File: config.mk
export PLATFORM = sky130hd
export DESIGN_NAME = cfg_chain_rx
export DESIGN_NICKNAME = d
export VERILOG_FILES = /design/src/rtl/cfg_chain_pkg.sv /design/src/rtl/cfg_frame_seq.sv /design/src/rtl/cfg_clk_counter.sv /design/src/rtl/cfg_chain_rx.sv
export SDC_FILE = /design/constraint.sdc
export NUM_CORES = 1
export LEC_CHECK = 0
export BUFFER_PORTS_ARGS = -buffer_cell sky130_fd_sc_hd__clkbuf_2
export CAP_MARGIN = 15
export CORE_MARGIN = 3
export CORE_UTILIZATION = 63
export CTS_BUF_LIST = sky130_fd_sc_hd__clkbuf_16
export CTS_CLUSTER_DIAMETER = 80
export DETAILED_ROUTE_END_ITERATION = 8
export MAX_ROUTING_LAYER = met4
export PLACE_DENSITY = 0.8
export SYNTH_ARGS = -nofsm -noshare
export SYNTH_HDL_FRONTEND = slang
export SYNTH_SLANG_ARGS = --single-unit
File: constraint.sdc
create_clock -name clk -period 2.7 [get_ports clk]
set_input_delay 0.54 -clock clk [delete_from_list [all_inputs] [get_ports clk]]
set_output_delay 0.54 -clock clk [all_outputs]
set_load 0.01 [all_outputs]
File: src/rtl/cfg_chain_pkg.sv
package cfg_chain_pkg;
  typedef enum logic [1:0] {
    PH_SEEK = 2'd0,
    PH_LEN  = 2'd1,
    PH_OWN  = 2'd2,
    PH_PASS = 2'd3
  } phase_t;

  localparam logic [3:0] HDR_PATTERN = 4'b0010;
endpackage

File: src/rtl/cfg_frame_seq.sv
module cfg_frame_seq
  import cfg_chain_pkg::*;
#(
  parameter int LEN_W      = 24,
  parameter int FRAMES     = 3,
  parameter int FRAME_BITS = 8
) (
  input  logic             clk,
  input  logic             rst_n,
  input  logic             init_n,
  input  logic             din,
  output logic             dout,
  output logic [LEN_W-1:0] len,
  output logic             len_valid
);
  localparam int LB_W = $clog2(LEN_W);
  localparam int FB_W = (FRAME_BITS > 1) ? $clog2(FRAME_BITS) : 1;
  localparam int FC_W = $clog2(FRAMES + 1);
  localparam logic [LB_W-1:0] LAST_LB = LB_W'(LEN_W - 1);
  localparam logic [FB_W-1:0] LAST_FB = FB_W'(FRAME_BITS - 1);
  localparam logic [FC_W-1:0] LAST_FC = FC_W'(FRAMES - 1);

  phase_t           phase_q, phase_n;
  logic [2:0]       hist_q, hist_n;
  logic [LEN_W-1:0] len_q, len_n;
  logic             lenok_q, lenok_n;
  logic [LB_W-1:0]  lbit_q, lbit_n;
  logic             infr_q, infr_n;
  logic [FB_W-1:0]  fbit_q, fbit_n;
  logic [FC_W-1:0]  fcnt_q, fcnt_n;
  logic             dout_q, dout_n;

  always_comb begin
    phase_n = phase_q;
    hist_n  = hist_q;
    len_n   = len_q;
    lenok_n = lenok_q;
    lbit_n  = lbit_q;
    infr_n  = infr_q;
    fbit_n  = fbit_q;
    fcnt_n  = fcnt_q;
    dout_n  = (phase_q == PH_OWN) ? 1'b1 : din;
    if (!init_n) begin
      phase_n = PH_SEEK;
      hist_n  = 3'b111;
      len_n   = '0;
      lenok_n = 1'b0;
      lbit_n  = '0;
      infr_n  = 1'b0;
      fbit_n  = '0;
      fcnt_n  = '0;
      dout_n  = 1'b1;
    end else begin
      case (phase_q)
        PH_SEEK: begin
          hist_n = {hist_q[1:0], din};
          if ({hist_q, din} == HDR_PATTERN) begin
            phase_n = PH_LEN;
            lbit_n  = '0;
          end
        end
        PH_LEN: begin
          len_n  = {len_q[LEN_W-2:0], din};
          lbit_n = lbit_q + 1'b1;
          if (lbit_q == LAST_LB) begin
            phase_n = PH_OWN;
            lenok_n = 1'b1;
            infr_n  = 1'b0;
            fcnt_n  = '0;
          end
        end
        PH_OWN: begin
          if (!infr_q) begin
            if (!din) begin
              infr_n = 1'b1;
              fbit_n = '0;
            end
          end else begin
            fbit_n = fbit_q + 1'b1;
            if (fbit_q == LAST_FB) begin
              infr_n = 1'b0;
              fcnt_n = fcnt_q + 1'b1;
              if (fcnt_q == LAST_FC) phase_n = PH_PASS;
            end
          end
        end
        default: ;
      endcase
    end
  end

  always_ff @(posedge clk or negedge rst_n) begin
    if (!rst_n) begin
      phase_q <= PH_SEEK;
      hist_q  <= 3'b111;
      len_q   <= '0;
      lenok_q <= 1'b0;
      lbit_q  <= '0;
      infr_q  <= 1'b0;
      fbit_q  <= '0;
      fcnt_q  <= '0;
      dout_q  <= 1'b1;
    end else begin
      phase_q <= phase_n;
      hist_q  <= hist_n;
      len_q   <= len_n;
      lenok_q <= lenok_n;
      lbit_q  <= lbit_n;
      infr_q  <= infr_n;
      fbit_q  <= fbit_n;
      fcnt_q  <= fcnt_n;
      dout_q  <= dout_n;
    end
  end

  assign dout      = dout_q;
  assign len       = len_q;
  assign len_valid = lenok_q;

  AST_OWN_HOLDS_HIGH: assert property (@(posedge clk) disable iff (!rst_n)
    (phase_q == PH_OWN) |=> dout);
  AST_PASS_FORWARDS: assert property (@(posedge clk) disable iff (!rst_n)
    (phase_q == PH_PASS && init_n) |=> (dout == $past(din)));
  AST_LEN_AFTER_HDR: assert property (@(posedge clk) disable iff (!rst_n)
    $rose(len_valid) |-> ($past(phase_q) == PH_LEN));
endmodule

File: src/rtl/cfg_clk_counter.sv
module cfg_clk_counter #(
  parameter int LEN_W      = 24,
  parameter int IO_DLY     = 2,
  parameter int FINISH_DLY = 4
) (
  input  logic             clk,
  input  logic             rst_n,
  input  logic             init_n,
  input  logic [LEN_W-1:0] len,
  input  logic             len_valid,
  output logic             done,
  output logic             io_en,
  output logic             finish
);
  localparam int PC_W = $clog2(FINISH_DLY + 1);
  localparam logic [PC_W-1:0] PC_IO  = PC_W'(IO_DLY);
  localparam logic [PC_W-1:0] PC_FIN = PC_W'(FINISH_DLY);

  logic [LEN_W-1:0] cnt_q, cnt_n, cnt_inc;
  logic             done_q, done_n;
  logic [PC_W-1:0]  pc_q, pc_n;
  logic             match;

  assign cnt_inc = cnt_q + 1'b1;
  assign match   = len_valid && !done_q && (cnt_inc == len);

  always_comb begin
    cnt_n  = cnt_q;
    done_n = done_q;
    pc_n   = pc_q;
    if (!init_n) begin
      cnt_n  = '0;
      done_n = 1'b0;
      pc_n   = '0;
    end else begin
      if (!done_q && cnt_q != '1) cnt_n = cnt_inc;
      if (match) begin
        done_n = 1'b1;
        pc_n   = '0;
      end else if (done_q && pc_q != PC_FIN) begin
        pc_n = pc_q + 1'b1;
      end
    end
  end

  always_ff @(posedge clk or negedge rst_n) begin
    if (!rst_n) begin
      cnt_q  <= '0;
      done_q <= 1'b0;
      pc_q   <= '0;
    end else begin
      cnt_q  <= cnt_n;
      done_q <= done_n;
      pc_q   <= pc_n;
    end
  end

  assign done   = done_q;
  assign io_en  = done_q && (pc_q >= PC_IO);
  assign finish = done_q && (pc_q == PC_FIN);

  AST_DONE_STICKY: assert property (@(posedge clk) disable iff (!rst_n)
    (done && init_n) |=> done);
  AST_IOEN_NEEDS_DONE: assert property (@(posedge clk) disable iff (!rst_n)
    io_en |-> done);
  AST_FINISH_NEEDS_IOEN: assert property (@(posedge clk) disable iff (!rst_n)
    finish |-> io_en);
  AST_DONE_NEEDS_LEN: assert property (@(posedge clk) disable iff (!rst_n)
    $rose(done) |-> len_valid);
endmodule

File: src/rtl/cfg_chain_rx.sv
module cfg_chain_rx #(
  parameter int LEN_W      = 24,
  parameter int FRAMES     = 3,
  parameter int FRAME_BITS = 8,
  parameter int IO_DLY     = 2,
  parameter int FINISH_DLY = 4
) (
  input  logic clk,
  input  logic rst_n,
  input  logic init_n,
  input  logic din,
  output logic dout,
  output logic done,
  output logic io_en,
  output logic finish
);
  logic [LEN_W-1:0] len;
  logic             len_valid;

  cfg_frame_seq #(
    .LEN_W(LEN_W), .FRAMES(FRAMES), .FRAME_BITS(FRAME_BITS)
  ) u_seq (
    .clk(clk), .rst_n(rst_n), .init_n(init_n), .din(din),
    .dout(dout), .len(len), .len_valid(len_valid)
  );

  cfg_clk_counter #(
    .LEN_W(LEN_W), .IO_DLY(IO_DLY), .FINISH_DLY(FINISH_DLY)
  ) u_cnt (
    .clk(clk), .rst_n(rst_n), .init_n(init_n), .len(len),
    .len_valid(len_valid), .done(done), .io_en(io_en), .finish(finish)
  );
endmodule

==> results.json, run 1 <==
{
  "status": "finished, final reports clean",
  "synth-edff-count": 0,
  "rows": 28,
  "htreeDepth": 3,
  "start_kind": "flop",
  "vdd_ir_drop_max_mv": 0.5614,
  "place_hpwl_um": 5547,
  "layout_min_cycle_time_ns": 2.528,
  "final_cell_mix": "66 x dfrtp_1, 59 x nor2_1, 34 x nand2_1",
  "maxSlewHeadroom_pct": 59.18,
  "finalSetupViolCount": 0,
  "grt_max_degree": 71,
  "clkPwrFrac_pct": 43.4,
  "fin_setup_tns_ns": 0,
  "vias": 3017,
  "vias_per_cell": 5.939,
  "cpPeakStageDelay_ns": 0.45,
  "route.met2.wl_um": 3721,
  "p_switching_w": 0.0007522,
  "arrival_ns": 2.73,
  "cp-startpoint": "u_cnt.cnt_q[0]",
  "drtIter0Drc": 195,
  "antenna_found_initial": 0,
  "maxSlewViolCount": 0,
  "critical_path_class": "flop to flop",
  "worst_slew_pin_slew_ns": 0.6104,
  "worstSetupEndpointType": "flop",
  "fmax_mhz": 395.5,
  "grt_overflow_total": 0,
  "final_antenna_net_count": 0,
  "final_nets": 443,
  "place.gp.congestion": 0.9558,
  "path_max_fanout": 5,
  "nFillCells": 447,
  "ys_ff_latch": 70,
  "maxCapViolCount": 0,
  "min_path_type": "input port to async pin",
  "topRoutingLayerUsed": "met4",
  "grt_pass1_wl_um": 14230,
  "ys_seq_area_share_pct": 43.39,
  "yosysUniqueCellTypes": 54,
  "drt_first_pass_iters": 4,
  "async_flop_share_pct": 100.0,
  "p_sw_share_pct": 26.52,
  "synth_area_mm2": 0.004049,
  "power_density_mw_per_mm2": 637.6,
  "floorplan.die.height_um": 86.17,
  "cts.sinks": 70,
  "p_int_w": 0.002085,
  "cts_buffer_depth": 2,
  "clock_skew_ns": 0.009395,
  "coreArea_mm2": 0.006061,
  "initial_utilization_pct": 66.80,
  "wl_per_cell_um": 15.81,
  "numCtsBuffers": 9,
  "worstPathRequired_ns": 2.90,
  "path_cells": "ha_1, nand4_1, nor4_4, nand4_1, xnor2_1, nor4_1, o2111a_2, nor3_1",
  "dr_wl_met3_um": 259,
  "cts-root-buf": "clkbuf_16",
  "synth_warnings": 0,
  "die_x_um": 86.17,
  "grtUsageTotal_pct": 25.14,
  "yosysTopAreaCellShare_pct": 40.79,
  "rsz0062_at_grt": "false",
  "die_area_mm2": 0.007424,
  "avgSynthCellArea_um2": 9.504,
  "drc": 0,
  "diodes": 0,
  "yosys.area.top_type": "dfrtp_1",
  "period_share_pct": 93.64,
  "cts_tree": "built",
  "pwr-share-seq_pct": 40.9,
  "wl_met1_um": 3876,
  "leakagePower_nw": 2.000,
  "port-buffer-count": 7,
  "drt-total-wl_um": 8032,
  "clock_latency_ns": 0.33,
  "syn_nets": 441,
  "ys_top_cells_by_area": "dfrtp_1 41%, mux2i_1 6.7%, xnor2_1 6.3%, nor2_1 5.5%, xor2_1 5.4%",
  "critical-path-slowest-cell": "dfrtp_1",
  "utilization_pct": 73.41,
  "combPwrFrac_pct": 15.8,
  "rr_startpoint": "u_cnt.cnt_q[0]",
  "syn-instance-count": 426,
  "layout-drive-gt1-share_pct": 10.62,
  "area_growth_pct": 9.889,
  "grt_pass1_vias": 2970,
  "hold_violations": 0,
  "layout_commonest_cell": "dfrtp_1",
  "cts_hold_buffers": 0,
  "synth_ff_type": "dfrtp_1",
  "clk_pin_slew_worst_paths_ns": 0.05,
  "ios": 8,
  "cp_common_cell": "nand4_1"
}
## metal layers
layer | track usage, % | up-vias
met1 | 34.25 | 1468
met4 | 8.058 | 0
met2 | 36.93 | 51
li1 | - | 1481
met5 | - | -
met3 | 6.340 | 17
## worst paths after layout
check	cells after the start	slack, ns	to
min reg2reg	2	0.50	u_seq.fcnt_q[1]
max reg2reg	8	0.17	u_cnt.pc_q[0]
max in group asynchronous	2	2.14	u_seq.dout
min in group clk	2	0.50	u_seq.dout
min	2	0.21	u_seq.len[17]
max	8	0.17	u_cnt.pc_q[0]
## power by group through the flow
| stage | combinational, W | sequential (W) | clock [W] |
|---|---|---|---|
| global route | 0.000501 | 0.00117 | 0.00130 |
| finish | 0.000447 | 0.00116 | 0.00123 |
| CTS | 0.000449 | 0.00116 | 0.00125 |
| floorplan | 0.000353 | 0.00116 | 0 |
| detailed placement | 0.000446 | 0.00118 | 0 |
| global placement | 0.000434 | 0.00117 | 0 |
## registers in the layout (all words and copies together), names as in the netlist, 2 cells and up
| name | cells |
|---|---|
| u_seq.len | 24 |
| u_cnt.cnt_q | 24 |
| u_seq.fcnt_q | 2 |
| u_cnt.pc_q | 3 |
| u_seq.phase_q | 2 |
| u_seq.fbit_q | 3 |
| u_seq.lbit_q | 5 |
| u_seq.hist_q | 3 |
## synth_stat cells (2+ instances only)
master,number
dfrtp_1,66
nor2_1,59
nand2_1,34
xnor2_1,29
mux2i_1,27
xor2_1,25
nand3_1,18
o21ai_0,16
a21oi_1,15
nor3_1,14
inv_1,12
ha_1,11
nand4_1,9
clkbuf_1,7
and3_1,6
buf_1,6
buf_4,5
or3_1,5
a31oi_1,4
buf_2,4
dfstp_2,4
nor4_1,4
a211oi_1,3
o211ai_1,3
a31o_2,2
a32oi_1,2
and4_1,2
and4b_1,2
buf_6,2
nand2b_1,2
nand4_2,2
nand4b_1,2
nor4_2,2
o21a_1,2
## what timing repair did
item                       CTS  global route
setup endpoints to repair    0             3
gates resized for setup      0             2
setup buffers                0             0
## critical path: cells and delay by family (launching register included)
kind | cells | cell delay [ns]
DFF | 1 | 0.45
AOI/OAI and AO/OA | 1 | 0.31
xor gates and xnor gates | 1 | 0.19
adders and majority gates | 1 | 0.28
and+or+nand+nor | 5 | 1.17
## through the flow
stage / setup slack [ns] / cells / hold slack, ns / cell area, um^2 / power [W]
CTS: 0.1653 / 508 / 0.2469 / 4434 / 0.002855
finish: 0.1718 / 508 / 0.2118 / 4449 / 0.002837
detailed placement: 0.1638 / 492 / 0.4945 / 4121 / 0.001622
global placement: 0.3072 / 492 / 0.4659 / 4121 / 0.001605
floorplan: 0.5736 / 426 / 0.2444 / 4049 / 0.001517
global route: 0.002602 / 508 / 0.2505 / 4449 / 0.002962
## kinds of logic after synthesis
group	Yosys count	share of synthesized area, %
adder cells (fa/ha/maj)	11	3.399
AO/OA/AOI/OAI	58	9.024
XOR/XNOR	54	11.68
multiplexers	27	6.675
flip-flops	70	43.39
AND/OR/NAND/NOR	170	21.54
buffers and inverters	36	4.296
## area by class of cell
type | count | area, um^2 | share of cell area [%]
timing repair buffer | 15 | 107.6 | 2.418
sequential | 70 | 1757 | 39.48
inverter | 12 | 45.04 | 1.012
multi-input combinational | 320 | 2133 | 47.95
tap | 75 | 93.84 | 2.109
clock buffer | 9 | 225.2 | 5.062
clock inverter | 7 | 87.58 | 1.969
(Power assumes the default switching activity.)
==> run 2, diff against run 1 <==
Settings changed: ABC_AREA from default to 1.
==> run 2 against run 1 <==
  * Final cell count is 28% higher
  * Critical endpoint is now u_cnt.pc_q[2]
  * Sequential share of layout area is 1.7 points lower
  * Largest cell class unchanged
  * Register-to-register slack better by 0.30 ns
  * Wire length is 21% higher
  * Critical path type unchanged
  * Highest routed layer unchanged
==> results.json, run 2 <==
{
  "synth_top_family_by_area": "simple AND/OR/NAND/NOR gates",
  "vdd_ir_drop_max_mv": 0.5059,
  "yosysUniqueCellTypes": 35,
  "fin_setup_tns_ns": 0,
  "die_x_um": 88.02,
  "diodes": 0,
  "synth_common_cells": "148 x nand2_1, 87 x inv_1, 66 x dfrtp_1, 57 x nand3_1, 42 x nor2_1",
  "cts-root-buf": "clkbuf_16",
  "ios": 8,
  "critical-path-slowest-cell": "dfrtp_1",
  "ys_seq_area_share_pct": 41.45,
  "drt_first_pass_iters": 7,
  "nFillCells": 477,
  "ys_ff_latch": 70,
  "power.total_w": 0.002703,
  "place_inst": 633,
  "numCtsBuffers": 9,
  "worstSetupEndpointType": "flop",
  "synth-simple-area-share_pct": 31.09,
  "final_antenna_net_count": 0,
  "syn-instance-count": 552,
  "clock_skew_ns": 0.005684,
  "period_share_pct": 82.51,
  "yosys.area.top_type": "dfrtp_1",
  "power_density_mw_per_mm2": 581.0,
  "drt-total-wl_um": 9758,
  "clk_pin_slew_worst_paths_ns": 0.06,
  "die_area_mm2": 0.007747,
  "drtIter0Drc": 275,
  "place.gp.congestion": 0.8993,
  "port-buffer-count": 7,
  "seq_area_mm2": 0.001757,
  "final_nets": 582,
  "grt_max_degree": 35,
  "initial_utilization_pct": 65.98,
  "vias_per_cell": 5.740,
  "layout_min_cycle_time_ns": 2.228,
  "path_cells": "ha_1, nand2_2, nor2_4, nand2_2, nor2_4, nand3_1, nand2_1, xor2_1, nand2_1, nor2_1, nand2_1, nand2_2, nor2_1",
  "fin_area_mm2": 0.004652,
  "rows": 29,
  "vias": 3725,
  "clock_latency_ns": 0.33,
  "antenna_found_initial": 0,
  "final_cell_mix": "148 x nand2_1, 87 x inv_1, 66 x dfrtp_1",
  "drc": 0,
  "synth-edff-count": 0,
  "cts_tree": "built",
  "avgSynthCellArea_um2": 7.677,
  "final_cells": 649,
  "multi_input_area_mm2": 0.002076,
  "synth.most_common_cell": "nand2_1",
  "crit_buf_inv": 0,
  "layout_commonest_cell": "nand2_1",
  "worst_slew_pin_slew_ns": 0.6797,
  "cts_resized": 0,
  "synth_ff_type": "dfrtp_1",
  "cts.sinks": 70,
  "htreeDepth": 3,
  "postCtsSetupBuffers": 0,
  "path_max_fanout": 6,
  "coreArea_mm2": 0.006422,
  "worstPathRequired_ns": 2.91,
  "cpPeakStageDelay_ns": 0.42,
  "arrival_ns": 2.44,
  "rsz0062_at_grt": "false",
  "leakagePower_nw": 2.135,
  "maxSlewViolCount": 0,
  "cts_hold_buffers": 0,
  "synth-compound-area-share_pct": 13.08,
  "area_growth_pct": 9.773,
  "cts_buffer_depth": 2,
  "floorplan.die.height_um": 88.02,
  "hold_violations": 0,
  "critical_path_class": "flop to flop",
  "crit_family": "simple AND/OR/NAND/NOR gates",
  "synth_warnings": 0,
  "syn_nets": 567,
  "fmax_mhz": 448.9,
  "dpl_cell_area_mm2": 0.004363,
  "muxShareOfSynthArea_pct": 0,
  "layout-drive-gt1-share_pct": 14.51,
  "grt_pass1_vias": 3726,
  "status": "finished, final reports clean",
  "ys_top_cells_by_area": "dfrtp_1 39%, nand2_1 13%, inv_1 7.7%, nand3_1 6.7%, o22ai_1 3.8%",
  "maxSlewHeadroom_pct": 54.27,
  "start_kind": "flop",
  "yosysTopAreaCellShare_pct": 38.97,
  "grt_overflow_total": 0,
  "grt_pass1_wl_um": 16730,
  "min_path_type": "input port to async pin",
  "grtUsageTotal_pct": 28.96,
  "synth_xor_area_share_pct": 1.565,
  "wl_per_cell_um": 15.04,
  "maxCapViolCount": 0,
  "place_hpwl_um": 7017,
  "finalSetupViolCount": 0,
  "async_flop_share_pct": 100.0,
  "synth_area_mm2": 0.004238,
  "yosys.area_share.adder_pct": 3.248
}
## run 2: final cells by class
cell class | count | share of cell area (%)
repair buffers | 13 | 1.990
multi-input cells | 382 | 44.62
flip-flops and latches | 70 | 37.76
inverters | 91 | 7.343
clock buffers | 9 | 4.841
clock inverters | 7 | 1.372
well taps | 77 | 2.071
## run 2: stage by stage
step / hold slack, ns / worst slack, ns / utilization, %
2_1_floorplan: 0.2444 / 0.8559 / -
3_3_place_gp: 0.4269 / 0.5718 / 67.93
3_5_place_dp: 0.4252 / 0.5474 / 67.93
4_1_cts: 0.07732 / 0.4870 / 72.43
5_1_grt: 0.07822 / 0.2456 / 72.43
6_report: 0.07381 / 0.4723 / 72.43
## run 2: path summary, 6_finish.rpt
check,start,end,slack [ns],depth (start not counted)
min in group clk,u_seq.fbit_q[0],u_seq.fbit_q[0],0.50,1
hold reg to reg,u_seq.fbit_q[0],u_seq.fbit_q[0],0.50,1
setup / recovery,u_cnt.cnt_q[1],u_cnt.pc_q[2],0.47,13
max in group asynchronous,rst_n,u_seq.hist_q[2],1.95,2
hold / removal,rst_n,u_cnt.cnt_q[7],0.07,1
setup reg to reg,u_cnt.cnt_q[1],u_cnt.pc_q[2],0.47,13
## run 2: cells by family after synthesis
| family | count (synthesis) |
|---|---|
| AOI/OAI and AO/OA | 77 |
| xor gates and xnor gates | 6 |
| adders and majority gates | 11 |
| buffers and inverters | 100 |
| DFF | 70 |
| and+or+nand+nor | 288 |
## run 2: routing by layer
metal,part of all wire (%),up-vias,global-route usage [%]
li1,-,1824,-
met1,42,1748,34.24
met2,50,127,47.95
met3,5.4,26,5.456
met4,2.6,0,13.19
met5,0,-,-
## run 2: report_power, final
| part | leakage [nW] | internal (W) | switching, W |
|---|---|---|---|
| logic | 1.04 | 0.000121 | 0.000277 |
| clock network | 0.141 | 0.000708 | 0.000446 |
| registers | 0.957 | 0.00111 | 0.0000394 |
| total | 2.13 | 0.00194 | 0.000762 |
